<file path="src/rtl/flk_pkg.sv">
package flk_pkg;

  typedef struct packed {
    logic load;
    logic step;
    logic finish;
  } flkStrobe_t;

  typedef enum logic [1:0] {
    S_IDLE,
    S_RUN,
    S_FIN
  } divState_e;

endpackage

</file>
<file path="src/rtl/flk_fifo.sv">
module flk_fifo #(
  parameter int W     = 8,
  parameter int DEPTH = 4
) (
  input  logic         clk,
  input  logic         rstN,
  input  logic         push,
  input  logic         pop,
  input  logic [W-1:0] din,
  output logic [W-1:0] dout,
  output logic         empty,
  output logic         full
);
  localparam int AW = (DEPTH > 1) ? $clog2(DEPTH) : 1;
  localparam int CW = $clog2(DEPTH + 1);

  logic [W-1:0]  mem [DEPTH];
  logic [AW-1:0] wrPtr, rdPtr;
  logic [CW-1:0] count;
  logic          doPush, doPop;

  assign empty  = (count == '0);
  assign full   = (count == CW'(DEPTH));
  assign doPush = push && !full;
  assign doPop  = pop && !empty;
  assign dout   = mem[rdPtr];

  always_ff @(posedge clk) begin
    if (doPush) mem[wrPtr] <= din;
  end

  always_ff @(posedge clk or negedge rstN) begin
    if (!rstN) begin
      wrPtr <= '0;
      rdPtr <= '0;
      count <= '0;
    end else begin
      if (doPush) wrPtr <= (wrPtr == AW'(DEPTH - 1)) ? '0 : wrPtr + AW'(1);
      if (doPop)  rdPtr <= (rdPtr == AW'(DEPTH - 1)) ? '0 : rdPtr + AW'(1);
      if (doPush && !doPop)      count <= count + CW'(1);
      else if (doPop && !doPush) count <= count - CW'(1);
    end
  end
endmodule

</file>
<file path="src/rtl/flk_ctrl.sv">
module flk_ctrl import flk_pkg::*; #(
  parameter int ITER = 30
) (
  input  logic       clk,
  input  logic       rstN,
  input  logic       fifoEmpty,
  output flkStrobe_t strobe
);
  localparam int CW = $clog2(ITER + 1);

  divState_e     state;
  logic [CW-1:0] cnt;

  always_ff @(posedge clk or negedge rstN) begin
    if (!rstN) begin
      state <= S_IDLE;
      cnt   <= '0;
    end else begin
      case (state)
        S_IDLE: if (!fifoEmpty) begin
          state <= S_RUN;
          cnt   <= CW'(ITER);
        end
        S_RUN: begin
          cnt <= cnt - CW'(1);
          if (cnt == CW'(1)) state <= S_FIN;
        end
        S_FIN:   state <= S_IDLE;
        default: state <= S_IDLE;
      endcase
    end
  end

  always_comb begin
    strobe.load   = (state == S_IDLE) && !fifoEmpty;
    strobe.step   = (state == S_RUN);
    strobe.finish = (state == S_FIN);
  end
endmodule

</file>
<file path="src/rtl/flk_datapath.sv">
module flk_datapath import flk_pkg::*; #(
  parameter int SAMPLE_W     = 16,
  parameter int RMS_W        = 16,
  parameter int WT_W         = 24,
  parameter int FLK_W        = 32,
  parameter int FIFO_DEPTH   = 4,
  parameter int NORM_W       = 18,
  parameter int NORM_FRAC    = 14,
  parameter int REF_FRAC     = 8,
  parameter int HP_GUARD     = 8,
  parameter int REF_SHIFT    = 12,
  parameter int HP_SHIFT     = 15,
  parameter int SMOOTH_SHIFT = 12
) (
  input  logic                       clk,
  input  logic                       rstN,
  input  flkStrobe_t                 strobe,
  input  logic                       sampleValid,
  input  logic signed [SAMPLE_W-1:0] sampleData,
  input  logic                       rmsValid,
  input  logic [RMS_W-1:0]           rmsData,
  input  logic                       wtInValid,
  input  logic signed [WT_W-1:0]     wtInData,
  output logic                       fifoEmpty,
  output logic                       refLoaded,
  output logic                       wtOutValid,
  output logic signed [2*(NORM_W-1)-NORM_FRAC+2:0] wtOutData,
  output logic                       flkValid,
  output logic signed [FLK_W-1:0]    flkData
);
  localparam int DIV_N   = SAMPLE_W + NORM_FRAC;
  localparam int MAG_W   = NORM_W - 1;
  localparam int SQ_W    = 2 * MAG_W - NORM_FRAC + 2;
  localparam int HP_W    = SQ_W + 1;
  localparam int LP_W    = SQ_W + HP_GUARD + 1;
  localparam int REF_W   = RMS_W + REF_FRAC + 2;
  localparam int PROD_W  = 2 * WT_W;
  localparam int ENTRY_W = SAMPLE_W + RMS_W;
  localparam logic [MAG_W-1:0] MAG_MAX = '1;

  // ---------------- reference tracking ----------------
  logic signed [REF_W-1:0] refState, rmsScaled, refNext;
  logic signed [REF_W:0]   refDiff;
  logic                    refLoadedQ;
  logic [RMS_W-1:0]        refInt, divisorNow;

  assign rmsScaled = $signed({2'b00, rmsData, {REF_FRAC{1'b0}}});
  assign refDiff   = (REF_W+1)'(rmsScaled) - (REF_W+1)'(refState);
  assign refNext   = refState + REF_W'(refDiff >>> REF_SHIFT);
  assign refInt    = RMS_W'(refState >>> REF_FRAC);
  assign divisorNow = (refInt == '0) ? RMS_W'(1) : refInt;
  assign refLoaded = refLoadedQ;

  always_ff @(posedge clk or negedge rstN) begin
    if (!rstN) begin
      refState   <= '0;
      refLoadedQ <= 1'b0;
    end else if (rmsValid) begin
      refState   <= refLoadedQ ? refNext : rmsScaled;
      refLoadedQ <= 1'b1;
    end
  end

  // ---------------- sample queue ----------------
  logic [SAMPLE_W-1:0] magNow, headMag;
  logic [RMS_W-1:0]    headDiv;
  logic [ENTRY_W-1:0]  headEntry;
  logic                fifoFull;

  assign magNow = sampleData[SAMPLE_W-1] ? (~sampleData + SAMPLE_W'(1)) : sampleData;
  assign {headMag, headDiv} = headEntry;

  flk_fifo #(.W(ENTRY_W), .DEPTH(FIFO_DEPTH)) u_queue (
    .clk   (clk),
    .rstN  (rstN),
    .push  (sampleValid && refLoadedQ),
    .pop   (strobe.load),
    .din   ({magNow, divisorNow}),
    .dout  (headEntry),
    .empty (fifoEmpty),
    .full  (fifoFull)
  );

  // ---------------- bit-serial restoring divider ----------------
  logic [RMS_W-1:0] remQ, divQ;
  logic [DIV_N-1:0] quoQ;
  logic [RMS_W:0]   remShift;
  logic             remFits;

  assign remShift = {remQ, quoQ[DIV_N-1]};
  assign remFits  = (remShift >= {1'b0, divQ});

  always_ff @(posedge clk or negedge rstN) begin
    if (!rstN) begin
      remQ <= '0;
      quoQ <= '0;
      divQ <= '0;
    end else if (strobe.load) begin
      remQ <= '0;
      quoQ <= {headMag, {NORM_FRAC{1'b0}}};
      divQ <= headDiv;
    end else if (strobe.step) begin
      if (remFits) begin
        remQ <= RMS_W'(remShift - {1'b0, divQ});
        quoQ <= {quoQ[DIV_N-2:0], 1'b1};
      end else begin
        remQ <= RMS_W'(remShift);
        quoQ <= {quoQ[DIV_N-2:0], 1'b0};
      end
    end
  end

  // ---------------- lamp square ----------------
  logic [MAG_W-1:0]         qMag;
  logic [2*MAG_W-1:0]       sqFull;
  logic signed [SQ_W-1:0]   sqQ;
  logic                     sqValidQ;

  assign qMag   = (|quoQ[DIV_N-1:MAG_W]) ? MAG_MAX : quoQ[MAG_W-1:0];
  assign sqFull = {{MAG_W{1'b0}}, qMag} * {{MAG_W{1'b0}}, qMag};

  always_ff @(posedge clk or negedge rstN) begin
    if (!rstN) begin
      sqQ      <= '0;
      sqValidQ <= 1'b0;
    end else begin
      sqValidQ <= strobe.finish;
      if (strobe.finish) sqQ <= SQ_W'(sqFull >> NORM_FRAC);
    end
  end

  // ---------------- DC removal ----------------
  logic signed [LP_W-1:0] lpQ, lpNext;
  logic signed [LP_W:0]   xScaled, lpDiff;
  logic signed [HP_W-1:0] hpVal;

  assign xScaled = (LP_W+1)'(sqQ) <<< HP_GUARD;
  assign lpDiff  = xScaled - (LP_W+1)'(lpQ);
  assign lpNext  = lpQ + LP_W'(lpDiff >>> HP_SHIFT);
  assign hpVal   = HP_W'(sqQ) - HP_W'(lpNext >>> HP_GUARD);

  always_ff @(posedge clk or negedge rstN) begin
    if (!rstN) begin
      lpQ        <= '0;
      wtOutData  <= '0;
      wtOutValid <= 1'b0;
    end else begin
      wtOutValid <= sqValidQ;
      if (sqValidQ) begin
        lpQ       <= lpNext;
        wtOutData <= hpVal;
      end
    end
  end

  // ---------------- perception square and smoothing ----------------
  logic signed [PROD_W-1:0] wSq, pShift;
  logic signed [FLK_W-1:0]  percept, flkNext;
  logic signed [FLK_W:0]    flkDiff;

  assign wSq    = PROD_W'(wtInData) * PROD_W'(wtInData);
  assign pShift = wSq >>> NORM_FRAC;

  always_comb begin
    if (|pShift[PROD_W-1:FLK_W-1]) percept = {1'b0, {(FLK_W-1){1'b1}}};
    else                           percept = pShift[FLK_W-1:0];
  end

  assign flkDiff = (FLK_W+1)'(percept) - (FLK_W+1)'(flkData);
  assign flkNext = flkData + FLK_W'(flkDiff >>> SMOOTH_SHIFT);

  always_ff @(posedge clk or negedge rstN) begin
    if (!rstN) begin
      flkData  <= '0;
      flkValid <= 1'b0;
    end else begin
      flkValid <= wtInValid && refLoadedQ;
      if (wtInValid && refLoadedQ) flkData <= flkNext;
    end
  end

  logic unusedFull;
  assign unusedFull = fifoFull;
endmodule

</file>
<file path="src/rtl/flicker_perception.sv">
module flicker_perception import flk_pkg::*; #(
  parameter int SAMPLE_W   = 16,
  parameter int RMS_W      = 16,
  parameter int WT_W       = 24,
  parameter int FLK_W      = 32,
  parameter int FIFO_DEPTH = 4,
  parameter int NORM_W     = 18,
  parameter int NORM_FRAC  = 14,
  parameter int SAMPLE_HZ  = 10240,
  parameter int LINE_HZ    = 50
) (
  input  logic                       clk,
  input  logic                       rstN,
  input  logic                       sampleValid,
  input  logic signed [SAMPLE_W-1:0] sampleData,
  input  logic                       rmsValid,
  input  logic [RMS_W-1:0]           rmsData,
  output logic                       wtOutValid,
  output logic signed [2*(NORM_W-1)-NORM_FRAC+2:0] wtOutData,
  input  logic                       wtInValid,
  input  logic signed [WT_W-1:0]     wtInData,
  output logic                       flkValid,
  output logic signed [FLK_W-1:0]    flkData,
  output logic                       notReady
);
  // shift = ceil(log2(time constant * update rate))
  localparam int REF_SHIFT    = $clog2((273 * 2 * LINE_HZ) / 10);
  localparam int HP_SHIFT     = $clog2((SAMPLE_HZ * 1000) / 314);
  localparam int SMOOTH_SHIFT = $clog2((SAMPLE_HZ * 3) / 10);
  localparam int DIV_ITER     = SAMPLE_W + NORM_FRAC;

  flkStrobe_t strobe;
  logic       fifoEmpty, refLoaded;

  flk_ctrl #(.ITER(DIV_ITER)) u_ctrl (
    .clk       (clk),
    .rstN      (rstN),
    .fifoEmpty (fifoEmpty),
    .strobe    (strobe)
  );

  flk_datapath #(
    .SAMPLE_W     (SAMPLE_W),
    .RMS_W        (RMS_W),
    .WT_W         (WT_W),
    .FLK_W        (FLK_W),
    .FIFO_DEPTH   (FIFO_DEPTH),
    .NORM_W       (NORM_W),
    .NORM_FRAC    (NORM_FRAC),
    .REF_FRAC     (8),
    .HP_GUARD     (8),
    .REF_SHIFT    (REF_SHIFT),
    .HP_SHIFT     (HP_SHIFT),
    .SMOOTH_SHIFT (SMOOTH_SHIFT)
  ) u_dp (
    .clk         (clk),
    .rstN        (rstN),
    .strobe      (strobe),
    .sampleValid (sampleValid),
    .sampleData  (sampleData),
    .rmsValid    (rmsValid),
    .rmsData     (rmsData),
    .wtInValid   (wtInValid),
    .wtInData    (wtInData),
    .fifoEmpty   (fifoEmpty),
    .refLoaded   (refLoaded),
    .wtOutValid  (wtOutValid),
    .wtOutData   (wtOutData),
    .flkValid    (flkValid),
    .flkData     (flkData)
  );

  assign notReady = !refLoaded;
endmodule

</file>
<file path="config.mk">
export PLATFORM = sky130hd
export DESIGN_NAME = flicker_perception
export DESIGN_NICKNAME = d
export VERILOG_FILES = /design/src/rtl/flk_pkg.sv /design/src/rtl/flk_fifo.sv /design/src/rtl/flk_ctrl.sv /design/src/rtl/flk_datapath.sv /design/src/rtl/flicker_perception.sv
export SDC_FILE = /design/constraint.sdc
export NUM_CORES = 2
export LEC_CHECK = 0
export ABC_AREA = 0
export BUFFER_PORTS_ARGS = -buffer_cell sky130_fd_sc_hd__buf_2
export CORE_ASPECT_RATIO = 0.5
export CORE_MARGIN = 2
export CORE_UTILIZATION = 45
export CTS_CLUSTER_SIZE = 25
export DETAILED_ROUTE_END_ITERATION = 12
export PLACE_DENSITY_LB_ADDON = 0.15
export SYNTH_ARGS = -nofsm -noshare
export SYNTH_HDL_FRONTEND = slang
export SYNTH_SLANG_ARGS = --single-unit
export TNS_END_PERCENT = 1
</file>
<file path="constraint.sdc">
create_clock -name clk -period 18 [get_ports clk]
set_clock_uncertainty 0.15 [all_clocks]
set_input_delay 0 -clock clk [delete_from_list [all_inputs] [get_ports clk]]
set_output_delay 0 -clock clk [all_outputs]
set_load 0.02 [all_outputs]
</file>
# Word-level counts from Yosys, hierarchy flattened
# Memory sizes are Yosys's and may differ from the RTL's.
# Cells that the tools add are included.
[totals]
n_memories = 1
out_inout_bits = 58
mem_bits_rw = 128
word_cells = 88
input_bits = 61
register_bits = 212
[op_classes]
n_mux = 22
order_cmp = 1
n_addsub = 14
multipliers = 2
n_eq_ne = 8
n_bitwise = 1
n_reduce_logical = 22
[memory_table]
columns = ["name", "words", "word_bits", "rd", "rd_clocked_by_memory_dff", "wr", "line_no", "text"]
rows = [
  ["u_dp.u_queue.mem", 4, 32, 1, 0, 1, "flk_fifo.sv:17", "logic [W-1:0] mem [DEPTH];"],
]
[ops]
columns = ["op", "n"]
rows = [
  ["$mux W16", 5],
  ["$mux W30", 2],
  ["$mul A24 B24 Y48", 1],
  ["$mul A17 B17 Y34", 1],
  ["$sub A32 B32 Y33", 1],
  ["$add A32 B21 Y32", 1],
  ["$mux W32", 1],
  ["$sub A29 B31 Y32", 1],
  ["$add A31 B17 Y31", 1],
  ["$sub A25 B26 Y27", 1],
  ["$add A26 B15 Y26", 1],
  ["$mux W26", 1],
  ["$sub A21 B23 Y23", 1],
  ["$ge A17 B16 Y1", 1],
  ["$mux W17", 1],
  ["$add A16 B2 Y16 const B", 1],
  ["$logic_not A16 Y1", 1],
  ["$not A16 Y16", 1],
  ["$sub A16 B16 Y16", 1],
  ["$reduce_or A13 Y1", 1],
  ["$pmux W5 S2", 1],
  ["$mux W2", 4],
  ["$logic_and A1 B1 Y1", 7],
  ["$eq A2 B2 Y1 const B", 3],
  ["other kinds (19)", 30],
]

# Depth between registers and ports, before layout
[logic_depth]
word_depth = 7
depth_mapped = 63

# Modules after synthesis
# A second synthesis with hierarchy kept.
[unflattened]
cells_unflattened = 5024
area_unflattened_um2 = 48457.7
[by_module_without_submodules]
columns = ["mod", "n_inst", "area_per_inst_um2", "cells_per_inst", "seq_area_each_um2"]
rows = [
  ["flk_datapath", 1, 43026.3, 4784, 4954.8],
  ["flk_fifo", 1, 5056.1, 205, 4018.9],
  ["flk_ctrl", 1, 371.6, 34, 175.2],
  ["flicker_perception", 1, 3.8, 1, 0.0],
]

# Worst setup path after synthesis
# OpenSTA, ideal clock, no wires.
[synth_timing]
path_kind = "in2reg"
start = "input port wtInData[23]"
end = "register u_dp.flkData[30]"
setup_ns = 0.134
arrival_time_ns = 12.553
cell_stages = 55
slack_ns = 5.164
path_buffers = 3
cell_sequence = "clkbuf_1 > clkbuf_1 > nand2_1 > inv_1 > fa_1 > fa_1 > inv_1 > fa_1 > inv_1 > fa_1 > inv_1 > fa_1 > inv_1 > fa_1 > fa_1 > ha_1 > and3_1 > and2_1 > [... 19 more ...] > ha_1 > a21o_1 > a21oi_1 > nor3b_1 > a2bb2oi_1 > a311oi_1 > o21ai_1 > a21oi_1 > or4_1 > a31o_2 > a21oi_1 > nor2b_1 > o21ai_0 > nand2b_1 > a21oi_1 > o21ai_0 > xnor2_1 > o21ai_0"
[synth_between]
elab_chain_cells = 5
[synth_rtl]
columns = ["element", "line_no", "text"]
rows = [
  ["start: declaration", "flicker_perception.sv:21", "input logic signed [WT_W-1:0] wtInData,"],
  ["$mul A24 B24 Y48 *", "flk_datapath.sv:161", "assign wSq = PROD_W'(wtInData) * PROD_W'(wtInData);"],
  ["$reduce_or A3 Y1", "flk_datapath.sv:165", "if (|pShift[PROD_W-1:FLK_W-1]) percept = {1'b0, {(FLK_W-1){1'b1}}};"],
  ["$mux W32 *", "flk_datapath.sv:165", ""],
  ["$sub A32 B32 Y33 *", "flk_datapath.sv:169", "assign flkDiff = (FLK_W+1)'(percept) - (FLK_W+1)'(flkData);"],
  ["$add A32 B21 Y32 *", "flk_datapath.sv:170", "assign flkNext = flkData + FLK_W'(flkDiff >>> SMOOTH_SHIFT);"],
  ["end signal: assignment", "flk_datapath.sv:178", "if (wtInValid && refLoadedQ) flkData <= flkNext;"],
  ["end: declaration", "flk_datapath.sv:29", "output logic signed [FLK_W-1:0] flkData"],
]
# Every way passes the cells marked *; elsewhere a longest branch is shown, timed or not.
# A chain may end at the register's enable or synchronous reset.

# Worst setup path after layout
# Same ends and word-level chain as after synthesis.

==> flow_metrics.env <==
export IMPL_routedWlPerCell_um=17.5
export IMPL_status="completed"
export IMPL_worst_slew_pin_slew_ns=0.871
export IMPL_synth_simple_area_share_pct=9.96
export IMPL_min_to="u_dp.u_queue.mem[0][16]$_DFFE_PP_"
export IMPL_r2r_end="u_dp.sqQ[18]$_DFFE_PN0P_"
export IMPL_cts_buffers=36
export IMPL_syn_nets=6167
export IMPL_dieArea_um2=109000
export IMPL_async_flop_share_pct=62.4
export IMPL_cp_end_kind="flip-flop"
export IMPL_min_path_type="in2reg"
export IMPL_final_antenna_net_count=0
export IMPL_synth_mux_area_fraction_pct=3.80
export IMPL_fillCellCount=9800
export IMPL_final_nets=6250
export IMPL_cp_required_ns=18.36
export IMPL_cts_root_buf="clkbuf_16"
export IMPL_drt_total_wl_um=113000
export IMPL_via_count=33100
export IMPL_first_pass_iters=5
export IMPL_synth_cell_types=81
export IMPL_setup_violations=0
export IMPL_core_um2=105000
export IMPL_rows=84
export IMPL_route_detailed_drc=0
export IMPL_min_from="sampleData[0]"
export IMPL_grt_max_degree=89
export IMPL_synth_flop_cell="dfrtp_1"
export IMPL_ff2ff_setup_slack_ns=8.57
export IMPL_drtIter0Drc=1386
export IMPL_avgViaCountPerCell=5.15
export IMPL_post_route_cell_area_um2=51500
export IMPL_synth_compound_area_share_pct=9.35
export IMPL_numPortBuffers=118
export IMPL_path_clk_slew_ns=0.06
export IMPL_dpl_hpwl_um=89400
export IMPL_fin_crit_sh_pct=78.2
export IMPL_syn2layout_area_growth_pct=8.09
export IMPL_routabilityCongestion=0.901
export IMPL_die_x_um=464
export IMPL_grt_total_usage_pct=21.5
export IMPL_synth_cells=4903
export IMPL_setup_tns_ns=0
export IMPL_path_common_cell="fa_1"
export IMPL_yosysWarnings=0
export IMPL_hold_violations=0
export IMPL_rsz0062_at_grt="no"
export IMPL_whs_path_depth=2
export IMPL_r2r_start="u_dp.quoQ[24]$_DFFE_PN0P_"
export IMPL_synth_fa_ha_area_share_pct=43.5
export IMPL_grt_pass1_wl_um=187000
export IMPL_r2r_cells=33
export IMPL_cts_buffer_depth=3
export IMPL_htreeDepth=2
export IMPL_crit_slowest_cell="fa_1"
export IMPL_register_area_um2=9150
export IMPL_cp_max_fo=47
export IMPL_start_kind="primary input"
export IMPL_synthesis_area_um2=47700
export IMPL_cts_hold_buf=62
export IMPL_synth_top_family_by_area="adder cells"
export IMPL_ys_seq_area_share_pct=19.2
export IMPL_start_util_pct=45.4
export IMPL_cpPeakStageDelay_ns=0.68
export IMPL_ys_seq_elements=340
export IMPL_drv_cap=0
export IMPL_grt_pass1_vias=35300
export IMPL_grt_ovfl_total=0
export IMPL_critPathKind="in2reg"
export IMPL_place_area_um2=49600
export IMPL_crit_arrival_ns=14.43
export IMPL_antenna_found_initial=3
export IMPL_post_cts_resized=0
export IMPL_syn_area_per_cell_um2=9.72
export IMPL_layout_drive_gt1_share_pct=6.03
export IMPL_synth_edff_count=128
export IMPL_cts_tree="yes"
export IMPL_multi_input_area_um2=33700
export IMPL_clock_sinks=340
export IMPL_max_clock_freq_ghz=0.0711
export IMPL_drv_slew=0
export IMPL_die_h_um=234
export IMPL_slew_headroom_pct=41.8
export IMPL_post_cts_buffers=0
export IMPL_period_needed_ns=14.07
export IMPL_synth_xor_xnor_area_share_pct=4.12
export IMPL_clock_latency_ns=0.59
export IMPL_pin_count=119
worst max-delay path by stage:
stage                            start                           end  slack [ns]
after floorplan           wtInData[23]  u_dp.flkData[30]$_DFFE_PN0P_        5.16
after global placement    wtInData[23]  u_dp.flkData[30]$_DFFE_PN0P_        3.66
after detailed placement  wtInData[23]  u_dp.flkData[30]$_DFFE_PN0P_        3.37
after CTS                 wtInData[23]  u_dp.flkData[30]$_DFFE_PN0P_        3.96
after global routing      wtInData[23]  u_dp.flkData[30]$_DFFE_PN0P_        2.75
final                     wtInData[23]  u_dp.flkData[30]$_DFFE_PN0P_        3.93
per-layer routing:
layer	wire, µm	global-route usage (%)	vias to the layer above
li1	-	-	15600
met1	50900	29.2	16800
met2	56100	37.6	491
met3	3600	2.28	140
met4	2130	4.52	0
met5	0	0	-
synthesized netlist by cell type, drive strengths merged, types with 6 or more instances:
cell / count / share of area, %
a31oi: 13 / 0.20
a21boi: 10 / 0.16
clkbuf: 136 / 1.1
nor2b: 61 / 0.80
xor2: 70 / 1.3
o31ai: 13 / 0.20
a21oi: 196 / 2.1
a211oi: 10 / 0.17
nand2: 418 / 3.3
a221oi: 6 / 0.11
a21o: 107 / 1.7
and3: 15 / 0.20
o21a: 44 / 0.69
or4: 7 / 0.11
o22ai: 6 / 0.079
dfrtp: 212 / 11
o21ai: 194 / 2.0
nor2: 209 / 1.6
nor4: 15 / 0.20
nand4: 20 / 0.26
or3: 16 / 0.21
o211ai: 6 / 0.095
inv: 1112 / 8.8
mux2i: 63 / 1.3
xnor2: 154 / 2.8
mux4: 32 / 1.5
or2: 9 / 0.12
nor3: 56 / 0.60
edfxtp: 128 / 8.1
mux2: 41 / 0.97
fa: 757 / 32
nand2b: 34 / 0.45
a31o: 7 / 0.13
nand3: 25 / 0.26
buf: 22 / 0.18
ha: 446 / 12
a22o: 17 / 0.31
o21bai: 18 / 0.28
and2: 122 / 1.6
cell usage in the layout, fill, tap and decap left out, types with 61 or more instances in the layout:
cell and count:
dlygate4sd3_1 61, and2_1 122, dfrtp_1 210, nand2_1 418
nor2_1 209, edfxtp_1 128, xnor2_1 154, a21o_1 106
buf_2 117, inv_1 1112, fa_1 757, mux2i_1 63
xor2_1 70, nor2b_1 61, o21ai_0 191, ha_1 446
a21oi_1 194
area by class of cell:
class	count	area share, %
multi-input cells	3289	65.5
clock buffers	47	1.97
diodes	1	0.00486
well taps	1419	3.45
repair buffers	203	2.74
inverters	1116	8.13
flip-flops and latches	340	17.8
clock inverters	16	0.462
critical path: cells and delay by family:
family | cells | cell delay [ns]
fa+ha+maj | 10 | 4.78
buf+inv | 7 | 1.49
compound gates | 21 | 4.72
xor+xnor | 2 | 0.31
mux | 1 | 0.15
simple gates | 15 | 2.96
state kept, by name, summed over array words and instances, names as in the netlist, 2 cells and up:
| register | count |
|---|---|
| u_dp.sqQ | 20 |
| u_dp.u_queue.wrPtr | 2 |
| u_dp.lpQ | 31 |
| u_dp.flkData | 32 |
| u_dp.refState | 26 |
| u_dp.u_queue.mem | 128 |
| u_dp.wtOutData | 23 |
| u_dp.u_queue.count | 3 |
| u_ctrl.cnt | 5 |
| u_ctrl.state | 2 |
| u_dp.remQ | 16 |
| u_dp.divQ | 16 |
| u_dp.u_queue.rdPtr | 2 |
| u_dp.quoQ | 30 |
through the flow:
step | setup WS [ns] | hold WS [ns] | instances | utilization (%)
4_1_cts | 3.96 | 0.0779 | 6430 | 49.1
6_report | 3.93 | 0.116 | 6431 | 49.1
5_1_grt | 2.75 | 0.112 | 6431 | 49.1
3_5_place_dp | 3.37 | -0.0634 | 6305 | 47.3
3_3_place_gp | 3.66 | -0.0796 | 6305 | 47.3
2_1_floorplan | 5.16 | -0.446 | 4903 | -
logic make-up after synthesis:
| logic type | Yosys count |
|---|---|
| fa+ha+maj | 1203 |
| xor+xnor | 224 |
| mux | 136 |
| buf+inv | 1274 |
| simple gates | 1020 |
| compound gates | 705 |
| other cells | 1 |
| flops | 340 |
Power is left out: the tool's default activity adds up to more than one toggle a clock period on the data nets, which glitch-free logic cannot reach.
